**config.mk**
```make
export PLATFORM = sky130hd
export DESIGN_NAME = seg_limit_check
export DESIGN_NICKNAME = d
export VERILOG_FILES = /design/src/rtl/seg_limit_pkg.sv /design/src/rtl/seg_limit_ctrl.sv /design/src/rtl/seg_limit_dp.sv /design/src/rtl/seg_limit_check.sv
export SDC_FILE = /design/constraint.sdc
export NUM_CORES = 1
export LEC_CHECK = 0
export ABC_CLOCK_PERIOD_IN_PS = 4850
export BUFFER_PORTS_ARGS = -buffer_cell sky130_fd_sc_hd__clkbuf_2
export CELL_PAD_IN_SITES_DETAIL_PLACEMENT = 1
export CELL_PAD_IN_SITES_GLOBAL_PLACEMENT = 1
export CORE_MARGIN = 4
export CORE_UTILIZATION = 30
export DETAILED_ROUTE_END_ITERATION = 10
export PLACE_DENSITY_LB_ADDON = 0.1
export SYNTH_ARGS = -nofsm -noshare
export SYNTH_HDL_FRONTEND = slang
export SYNTH_HIERARCHICAL = 1
export SYNTH_SLANG_ARGS = --single-unit
export TNS_END_PERCENT = 20
```
**constraint.sdc**
```tcl
create_clock -name clk -period 4.85 [get_ports clk]
set_input_delay 0.2425 -clock clk [delete_from_list [all_inputs] [get_ports clk]]
set_output_delay 0.2425 -clock clk [all_outputs]
set_load 0.02 [all_outputs]
```
**src/rtl/seg_limit_pkg.sv**
```systemverilog
package seg_limit_pkg;

  typedef enum logic [1:0] {
    SZ_BYTE  = 2'b00,
    SZ_WORD  = 2'b01,
    SZ_DWORD = 2'b10,
    SZ_WIDE  = 2'b11
  } accSize_e;

  typedef struct packed {
    logic capture;
  } ctrlStrobe_t;

endpackage

```
**src/rtl/seg_limit_ctrl.sv**
```systemverilog
module seg_limit_ctrl
  import seg_limit_pkg::*;
(
  input  logic        clk,
  input  logic        rstN,
  input  logic        reqValid,
  output ctrlStrobe_t strobe,
  output logic        done
);

  always_comb begin
    strobe.capture = reqValid;
  end

  always_ff @(posedge clk) begin
    if (!rstN) done <= 1'b0;
    else       done <= reqValid;
  end

endmodule

```
**src/rtl/seg_limit_dp.sv**
```systemverilog
module seg_limit_dp
  import seg_limit_pkg::*;
#(
  parameter int LIMIT_W    = 20,
  parameter int GRAN_SHIFT = 12,
  parameter int SMALL_W    = 16,
  parameter int ADDR_W     = LIMIT_W + GRAN_SHIFT
) (
  input  logic               clk,
  input  logic               rstN,
  input  ctrlStrobe_t        strobe,
  input  logic [LIMIT_W-1:0] limitRaw,
  input  logic               granBit,
  input  logic               expDown,
  input  logic               bigBit,
  input  logic               dataSeg,
  input  logic [ADDR_W-1:0]  offset,
  input  logic [1:0]         accSize,
  output logic               fault,
  output logic [ADDR_W-1:0]  effLimit
);

  localparam int SUM_W = ADDR_W + 1;

  logic [ADDR_W-1:0] limitExp;
  logic [ADDR_W-1:0] upperBound;
  logic [ADDR_W-1:0] spanM1;
  logic [SUM_W-1:0]  lastByte;
  logic              downMode;
  logic              faultNext;

  // Limit expansion by granularity
  always_comb begin
    if (granBit) limitExp = {limitRaw, {GRAN_SHIFT{1'b1}}};
    else         limitExp = ADDR_W'(limitRaw);
  end

  // Span minus one from the size code; the spare code counts as four bytes
  always_comb begin
    unique case (accSize_e'(accSize))
      SZ_BYTE: spanM1 = ADDR_W'(0);
      SZ_WORD: spanM1 = ADDR_W'(1);
      default: spanM1 = ADDR_W'(3);
    endcase
  end

  // Carry bit kept so that a wrap past the top counts as out of range
  assign lastByte   = {1'b0, offset} + {1'b0, spanM1};
  assign upperBound = bigBit ? {ADDR_W{1'b1}} : ADDR_W'({SMALL_W{1'b1}});
  assign downMode   = expDown & dataSeg;

  always_comb begin
    if (downMode)
      faultNext = (offset <= limitExp) || (lastByte > {1'b0, upperBound});
    else
      faultNext = lastByte > {1'b0, limitExp};
  end

  always_ff @(posedge clk) begin
    if (!rstN) begin
      fault    <= 1'b0;
      effLimit <= '0;
    end else if (strobe.capture) begin
      fault    <= faultNext;
      effLimit <= limitExp;
    end
  end

endmodule

```
**src/rtl/seg_limit_check.sv**
```systemverilog
module seg_limit_check #(
  parameter int LIMIT_W    = 20,
  parameter int GRAN_SHIFT = 12,
  parameter int SMALL_W    = 16,
  parameter int ADDR_W     = LIMIT_W + GRAN_SHIFT
) (
  input  logic               clk,
  input  logic               rstN,
  input  logic               reqValid,
  input  logic [LIMIT_W-1:0] limitRaw,
  input  logic               granBit,
  input  logic               expDown,
  input  logic               bigBit,
  input  logic               dataSeg,
  input  logic [ADDR_W-1:0]  offset,
  input  logic [1:0]         accSize,
  output logic               done,
  output logic               fault,
  output logic [ADDR_W-1:0]  effLimit
);

  seg_limit_pkg::ctrlStrobe_t strobe;

  seg_limit_ctrl ctrl_i (
    .clk      (clk),
    .rstN     (rstN),
    .reqValid (reqValid),
    .strobe   (strobe),
    .done     (done)
  );

  seg_limit_dp #(
    .LIMIT_W    (LIMIT_W),
    .GRAN_SHIFT (GRAN_SHIFT),
    .SMALL_W    (SMALL_W),
    .ADDR_W     (ADDR_W)
  ) dp_i (
    .clk      (clk),
    .rstN     (rstN),
    .strobe   (strobe),
    .limitRaw (limitRaw),
    .granBit  (granBit),
    .expDown  (expDown),
    .bigBit   (bigBit),
    .dataSeg  (dataSeg),
    .offset   (offset),
    .accSize  (accSize),
    .fault    (fault),
    .effLimit (effLimit)
  );

endmodule

```
==> results of run 1 <==
## cells in the final DEF (no fill, tap or decap), drive strengths merged, types with 3 or more instances in the layout
master,instances
ha,82
inv,11
o211ai,3
a21o,10
and4,5
a21boi,12
nor2b,5
nand2b,13
o31ai,3
xor2,8
and3,7
nand2,56
xnor2,21
o21ai,8
nand4,21
dfxtp,34
o211a,19
nor2,27
clkbuf,99
nor3,6
a21oi,28
a211oi,6
mux2i,9
nand3,31
a221oi,3
## power by group through the flow
stage	combinational (mW)	sequential, mW	clock [mW]
after floorplan	0.195	0.333	0
after global placement	0.339	0.312	0
after detailed placement	0.349	0.313	0
after CTS	0.350	0.307	0.437
after global routing	0.393	0.309	0.451
final	0.345	0.307	0.424
## routing by layer
metal / track usage / up-vias
met4: 0.05602 / 0
met3: 0.02739 / 17
met2: 0.3230 / 58
li1: - / 1902
met1: 0.2386 / 1740
met5: 0 / -
## logic make-up after synthesis
| family | count (synthesis) | share of synthesized area |
|---|---|---|
| compound gates | 102 | 0.1945 |
| xor+xnor | 29 | 0.06549 |
| fa+ha+maj | 83 | 0.2697 |
| buf+inv | 30 | 0.03226 |
| flops | 34 | 0.1755 |
| mux | 9 | 0.02323 |
| simple gates | 181 | 0.2394 |
## registers in the layout, indices dropped and copies added (netlist names)
signal,cells
dp_i/fault,1
ctrl_i/done,1
dp_i/effLimit,32
## critical path, delay by kind of cell
kind                       cells  cell delay (ps)
AOI/OAI and AO/OA              2              390
buffers and inverters          2              160
adders and majority gates      3              880
xor gates and xnor gates       1              170
and+or+nand+nor               11             2540
## through the flow
step,hold slack [ps],std cells
6_report,263.2,725
5_1_grt,280.2,725
4_1_cts,250.6,725
3_5_place_dp,471.0,717
3_3_place_gp,465.4,717
2_1_floorplan,364.2,468
## area by class of cell
cell class | instances | area (sq um)
repair buffers | 96 | 485.5
clock buffers | 5 | 125.1
fillers | 1565 | 7930
multi-input cells | 404 | 3073
inverters | 11 | 41.29
clock inverters | 3 | 68.82
flip-flops and latches | 34 | 680.7
well taps | 172 | 215.2
## path summary, 6_finish.rpt
kind	cells past startpoint	to	startpoint
max reg2reg	2	dp_i/fault	dp_i/fault
min reg2reg	1	dp_i/effLimit[6]	dp_i/effLimit[6]
min	3	dp_i/effLimit[29]	limitRaw[17]
max	19	dp_i/fault	accSize[1]
==> results_tabular.tex, run 1 <==
\begin{tabular}{lr}
\hline
Metric & Value \\
\hline
\multicolumn{2}{l}{\textbf{Timing}} \\
Final period demand of the worst path & 4227 ps \\
Fraction of the cycle the final worst path needs & 0.8714 \\
Final setup TNS & 0 ps \\
Number of pins exceeding their max-slew limit in the final report & 0 \\
Setup WS post-layout & 623.5 ps \\
RSZ-0062 raised after global routing & false \\
Worst-Margin Slew & 892.1 ps \\
Final hold violations & 0 \\
Setup Viol. Count Final & 0 \\
Relative slew slack & 0.4053 \\
Worst clock skew & 0 ps \\
Top achievable clock speed & 236.6 MHz \\
\multicolumn{2}{l}{\textbf{Critical path}} \\
Maximum fanout along the worst path & 6 \\
Worst setup slack for register-to-register paths & 4060 ps \\
Critical path launch point type & input pin \\
Type of element capturing the critical path & flip-flop \\
Required time worst endpoint & 5010 ps \\
Cell with the largest stage delay on the worst path & nor4\_1 \\
Worst Path Class, Setup & input pin to flip-flop \\
Critical Path AT & 4390 ps \\
Worst path max stage delay & 460 ps \\
Cell Chain, Critical Path & clkbuf\_2, or2\_2, ha\_1, inv\_1, fa\_1, nand4b\_1, nor2\_2, and4\_1, and3\_1, nand3\_1, xnor2\_1, ha\_1, nand4\_1, nor4\_1, nand3\_1, nor3\_1, nor2\_1, a221oi\_1, a211oi\_2 \\
\multicolumn{2}{l}{\textbf{Power and ir drop}} \\
Clk network pwr share & 0.394 \\
Maximum ir drop on the vdd rail & 113.4 uV \\
Static Leak & 2.299 nW \\
Internal power component & 0.7294 mW \\
Total power & 1.076 mW \\
Power share of the combinational group & 0.321 \\
Switching power & 0.3469 mW \\
Power per Cell Area & 229.5 nW/um\^{}2 \\
Part of the power in registers & 0.285 \\
Switching fraction of total power & 0.3223 \\
\multicolumn{2}{l}{\textbf{Run status}} \\
Run status & finished clean \\
\multicolumn{2}{l}{\textbf{Logic synthesis}} \\
Sequential area share after synthesis & 0.1755 \\
Number of distinct library cells after synthesis & 51 \\
Most repeated cell in the gate-level netlist after synthesis & ha\_1 \\
Mapped Cells & 468 \\
Post-synth top cells & ha\_1 (82), nand2\_1 (56), dfxtp\_1 (34) \\
Prevailing post-synth register cell & dfxtp\_1 \\
Area of the mapped netlist & 3879 sq um \\
Number of synthesized register bits & 34 \\
Total of warnings raised by yosys & 6 \\
Area share of the largest cell type after synthesis & 0.2645 \\
Post-synth EDFFs & 0 \\
Async set or reset register ratio after synthesis & 0 \\
Top area cells in the synthesized netlist & ha\_1 (26\%), dfxtp\_1 (18\%), nand2\_1 (5.4\%) \\
Net count of the mapped netlist & 612 \\
Mean instance size in the synthesized netlist & 8.288 sq um \\
Cell type with the highest aggregate area in the netlist & ha\_1 \\
\multicolumn{2}{l}{\textbf{Finish}} \\
Area growth from synthesis to layout & 20.90\% \\
Antenna Diode Count & 0 \\
Final Core Density & 0.3716 \\
Share of post-route cells with drive strength above 1 & 0.2061 \\
Final net count & 696 \\
Final non-filler cell area & 4690 sq um \\
\multicolumn{2}{l}{\textbf{CTS}} \\
Post-CTS setup-driven buffer insertion count & 0 \\
CTS hold repair buffers & 0 \\
Max H-tree Level & 2 \\
CTS tree & yes \\
Clock latency on the worst-skew pair & 280 ps \\
Buffer cell driving the clock tree root & clkbuf\_16 \\
Number of buffers created by CTS & 5 \\
Num Clock Sinks & 34 \\
Clock transition at the register clock pins on the worst setup and hold paths after CTS & 60 ps \\
Post-CTS Resized & 0 \\
Buffers from clock root to sink, at most & 2 \\
\multicolumn{2}{l}{\textbf{Global route}} \\
Maximum number of pins on one net before global-route repair & 67 \\
Vias in the first global route & 3906 \\
GRT Util Overall & 0.1862 \\
Global-route wire length before repair & 21300 um \\
Initial antenna violation count & 0 \\
GR Overflow Total & 0 \\
\multicolumn{2}{l}{\textbf{Placement}} \\
Placed cell area & 4496 sq um \\
Post-detail-place hpwl & 11480 um \\
Routability congestion estimate from global placement & 0.8152 \\
Minimum setup slack after placement & 361.6 ps \\
Count of buffers from port buffering & 94 \\
\multicolumn{2}{l}{\textbf{Flow run}} \\
Max-cap check violation count & 0 \\
\multicolumn{2}{l}{\textbf{Drt}} \\
Number of detailed-route iterations in the first pass & 4 \\
Topmost layer with routed signal wires & met4 \\
Post-detailed-route count of antenna-violating nets & 0 \\
Via count & 3717 \\
Starting DRT DRC Count & 156 \\
Detailed-route DRC error count & 0 \\
Final WL & 13640 um \\
Met2 routed WL & 6668 um \\
Avg Vias per Cell & 5.127 \\
Met3 WL post-DR & 391 um \\
Metal-1 WL & 6180 um \\
Final routed wire length divided by cell count & 18.81 um \\
\multicolumn{2}{l}{\textbf{Die}} \\
Die Width & 121.7 um \\
Area inside the core boundary & 12620 sq um \\
Die Y & 121.7 um \\
Row count & 41 \\
Starting density of the core & 0.3074 \\
Ports placed on the boundary & 95 \\
Overall die area & 14810 sq um \\
\multicolumn{2}{l}{\textbf{Worst hold path}} \\
Worst hold path type & input pin to flip-flop \\
\hline
\end{tabular}
(Power assumes the default switching activity.)
==> run 2: changes to the inputs <==
--- a/config.mk
+++ b/config.mk
@@ -10,8 +10,9 @@
 export CELL_PAD_IN_SITES_DETAIL_PLACEMENT = 1
 export CELL_PAD_IN_SITES_GLOBAL_PLACEMENT = 1
 export CORE_MARGIN = 4
-export CORE_UTILIZATION = 30
+export CORE_UTILIZATION = 40
 export DETAILED_ROUTE_END_ITERATION = 10
+export GPL_ROUTABILITY_DRIVEN = 0
 export PLACE_DENSITY_LB_ADDON = 0.1
 export SYNTH_ARGS = -nofsm -noshare
 export SYNTH_HDL_FRONTEND = slang
==> run 2 against run 1 <==
  * Final cell count down 5.9%
  * Global-route usage up 3.6 points
  * Clock-buffer cell count up 1
  * Sequential power about the same
  * Hold slack worse by 1.1 ps
  * Sequential share of layout area up 0.49 points
  * Total power down 18%
  * Die area down 23%
==> results_tabular.tex, run 2 (synthesis gave the netlist of run 1 again) <==
\begin{tabular}{lr}
\hline
Metric & Value \\
\hline
\multicolumn{2}{l}{\textbf{Global route}} \\
Most used routing layer & met2 \\
GRT Util Overall & 0.2218 \\
Maximum number of pins on one net before global-route repair & 67 \\
Global Route met1 Usage & 0.2820 \\
GR Overflow Total & 0 \\
Initial antenna violation count & 0 \\
Vias in the first global route & 3960 \\
Global-route wire length before repair & 19980 um \\
Met3 layer usage reported by global route & 0.02489 \\
Routing usage on met2 & 0.3982 \\
\multicolumn{2}{l}{\textbf{Timing}} \\
Number of pins exceeding their max-slew limit in the final report & 0 \\
Fraction of the cycle the final worst path needs & 0.8653 \\
Final period demand of the worst path & 4197 ps \\
Tightest hold margin & 262.1 ps \\
Relative slew slack & 0.4089 \\
RSZ-0062 raised after global routing & false \\
Final hold violations & 0 \\
Worst clock skew & 0 ps \\
Setup WS post-layout & 653.5 ps \\
Final setup TNS & 0 ps \\
Worst-Margin Slew & 886.7 ps \\
Setup Viol. Count Final & 0 \\
Top achievable clock speed & 238.3 MHz \\
\multicolumn{2}{l}{\textbf{CTS}} \\
Post-CTS setup-driven buffer insertion count & 0 \\
Num Clock Sinks & 34 \\
Clock transition at the register clock pins on the worst setup and hold paths after CTS & 80 ps \\
Buffer cell driving the clock tree root & clkbuf\_8 \\
CTS tree & yes \\
Buffers from clock root to sink, at most & 2 \\
Number of buffers created by CTS & 5 \\
Post-CTS Resized & 0 \\
Clock latency on the worst-skew pair & 290 ps \\
CTS hold repair buffers & 0 \\
Max H-tree Level & 2 \\
\multicolumn{2}{l}{\textbf{Critical path}} \\
Worst Path Class, Setup & input pin to flip-flop \\
Cell with the largest stage delay on the worst path & nor4\_1 \\
Type of element capturing the critical path & flip-flop \\
Worst path max stage delay & 480 ps \\
Critical path launch point type & input pin \\
Maximum fanout along the worst path & 6 \\
Cell Chain, Critical Path & clkbuf\_2, or2\_2, ha\_1, inv\_1, fa\_1, nand4b\_1, nor2\_2, and4\_1, and3\_1, nand3\_1, xnor2\_1, ha\_1, nand4\_1, nor4\_1, nand3\_1, nor3\_1, nor2\_1, a221oi\_1, a211oi\_2 \\
Family with the most delay on the worst path & simple AND/OR/NAND/NOR gates \\
Critical Path AT & 4370 ps \\
Sum of buffers and inverters on the critical path & 2 \\
Required time worst endpoint & 5020 ps \\
\multicolumn{2}{l}{\textbf{Drt}} \\
Final WL & 12740 um \\
Avg Vias per Cell & 5.551 \\
Starting DRT DRC Count & 116 \\
Number of detailed-route iterations in the first pass & 4 \\
Final routed wire length divided by cell count & 18.68 um \\
Detailed-route DRC error count & 0 \\
Via count & 3786 \\
Post-detailed-route count of antenna-violating nets & 0 \\
\multicolumn{2}{l}{\textbf{Placement}} \\
Minimum setup slack after placement & 320.4 ps \\
Count of buffers from port buffering & 94 \\
Placed cell area & 4442 sq um \\
Post-detail-place hpwl & 10720 um \\
Number of placed instances, taps included & 674 \\
\multicolumn{2}{l}{\textbf{Finish}} \\
Max reg flops & 32 \\
Top Registers & dp\_i/effLimit (32), ctrl\_i/done (1), dp\_i/fault (1) \\
Final net count & 696 \\
Commonest cells after routing, fill and taps aside & clkbuf\_2 (94), ha\_1 (82), nand2\_1 (56), dfxtp\_1 (34), nand3\_1 (31) \\
Final Core Density & 0.4864 \\
Share of post-route cells with drive strength above 1 & 0.2061 \\
Area growth from synthesis to layout & 16.97\% \\
Antenna Diode Count & 0 \\
Most frequent standard cell in the layout excluding fill and tap cells & clkbuf\_2 \\
Register with the most flip-flops & dp\_i/effLimit \\
Post-route non-filler standard cell count & 682 \\
Final non-filler cell area & 4537 sq um \\
\multicolumn{2}{l}{\textbf{Die}} \\
Row count & 35 \\
Overall die area & 11340 sq um \\
Area inside the core boundary & 9328 sq um \\
Ports placed on the boundary & 95 \\
Die Y & 106.5 um \\
Starting density of the core & 0.4158 \\
Die Width & 106.5 um \\
\multicolumn{2}{l}{\textbf{Worst hold path}} \\
Worst hold path type & input pin to flip-flop \\
\multicolumn{2}{l}{\textbf{Run status}} \\
Run status & finished clean \\
\multicolumn{2}{l}{\textbf{Power and ir drop}} \\
Power per Cell Area & 194.0 nW/um\^{}2 \\
Total power & 0.8800 mW \\
Maximum ir drop on the vdd rail & 127.2 uV \\
Static Leak & 2.253 nW \\
\multicolumn{2}{l}{\textbf{Flow run}} \\
Max-cap check violation count & 0 \\
\hline
\end{tabular}
run 2: cell count changes in the layout (fill, tap and decap cells not counted), sizes merged:
cell      before  now
clkbuf        99  100
clkinvlp       0    1
bufinv         2    0
run 2: routing by layer:
layer / share of wire / wire length (um)
met1: 0.45 / 5763
met2: 0.50 / 6368
met3: 0.024 / 302
met4: 0.024 / 307
met5: 0 / 0
run 2: power by group:
part | switching (mW) | internal, mW | total (mW)
clock | 0.115 | 0.114 | 0.229
combinational | 0.208 | 0.137 | 0.345
sequential | 0.00917 | 0.297 | 0.306
run 2: final cells by class:
| cell class | count | area [sq um] |
|---|---|---|
| fill | 1159 | 4791 |
| sequential | 34 | 680.7 |
| multi-input combinational | 404 | 3073 |
| clock buffer | 6 | 82.58 |
| inverter | 11 | 41.29 |
| clock inverter | 2 | 12.51 |
| tap | 129 | 161.4 |
| timing repair buffer | 96 | 485.5 |
run 2: worst reg2reg max path, delay by kind of cell, from the launching register on:
family             cells  cell delay (ps)
AOI/OAI and AO/OA      2              350
DFF                    1              350
run 2: path summary, 6_finish.rpt:
check,start,end,slack (ps),cells after the start
worst max-delay path,accSize[1],dp_i/fault,650,19
worst min-delay path,limitRaw[10],dp_i/effLimit[22],260,3
worst max register to register,dp_i/fault,dp_i/fault,4090,2
worst min register to register,dp_i/effLimit[25],dp_i/effLimit[25],490,2
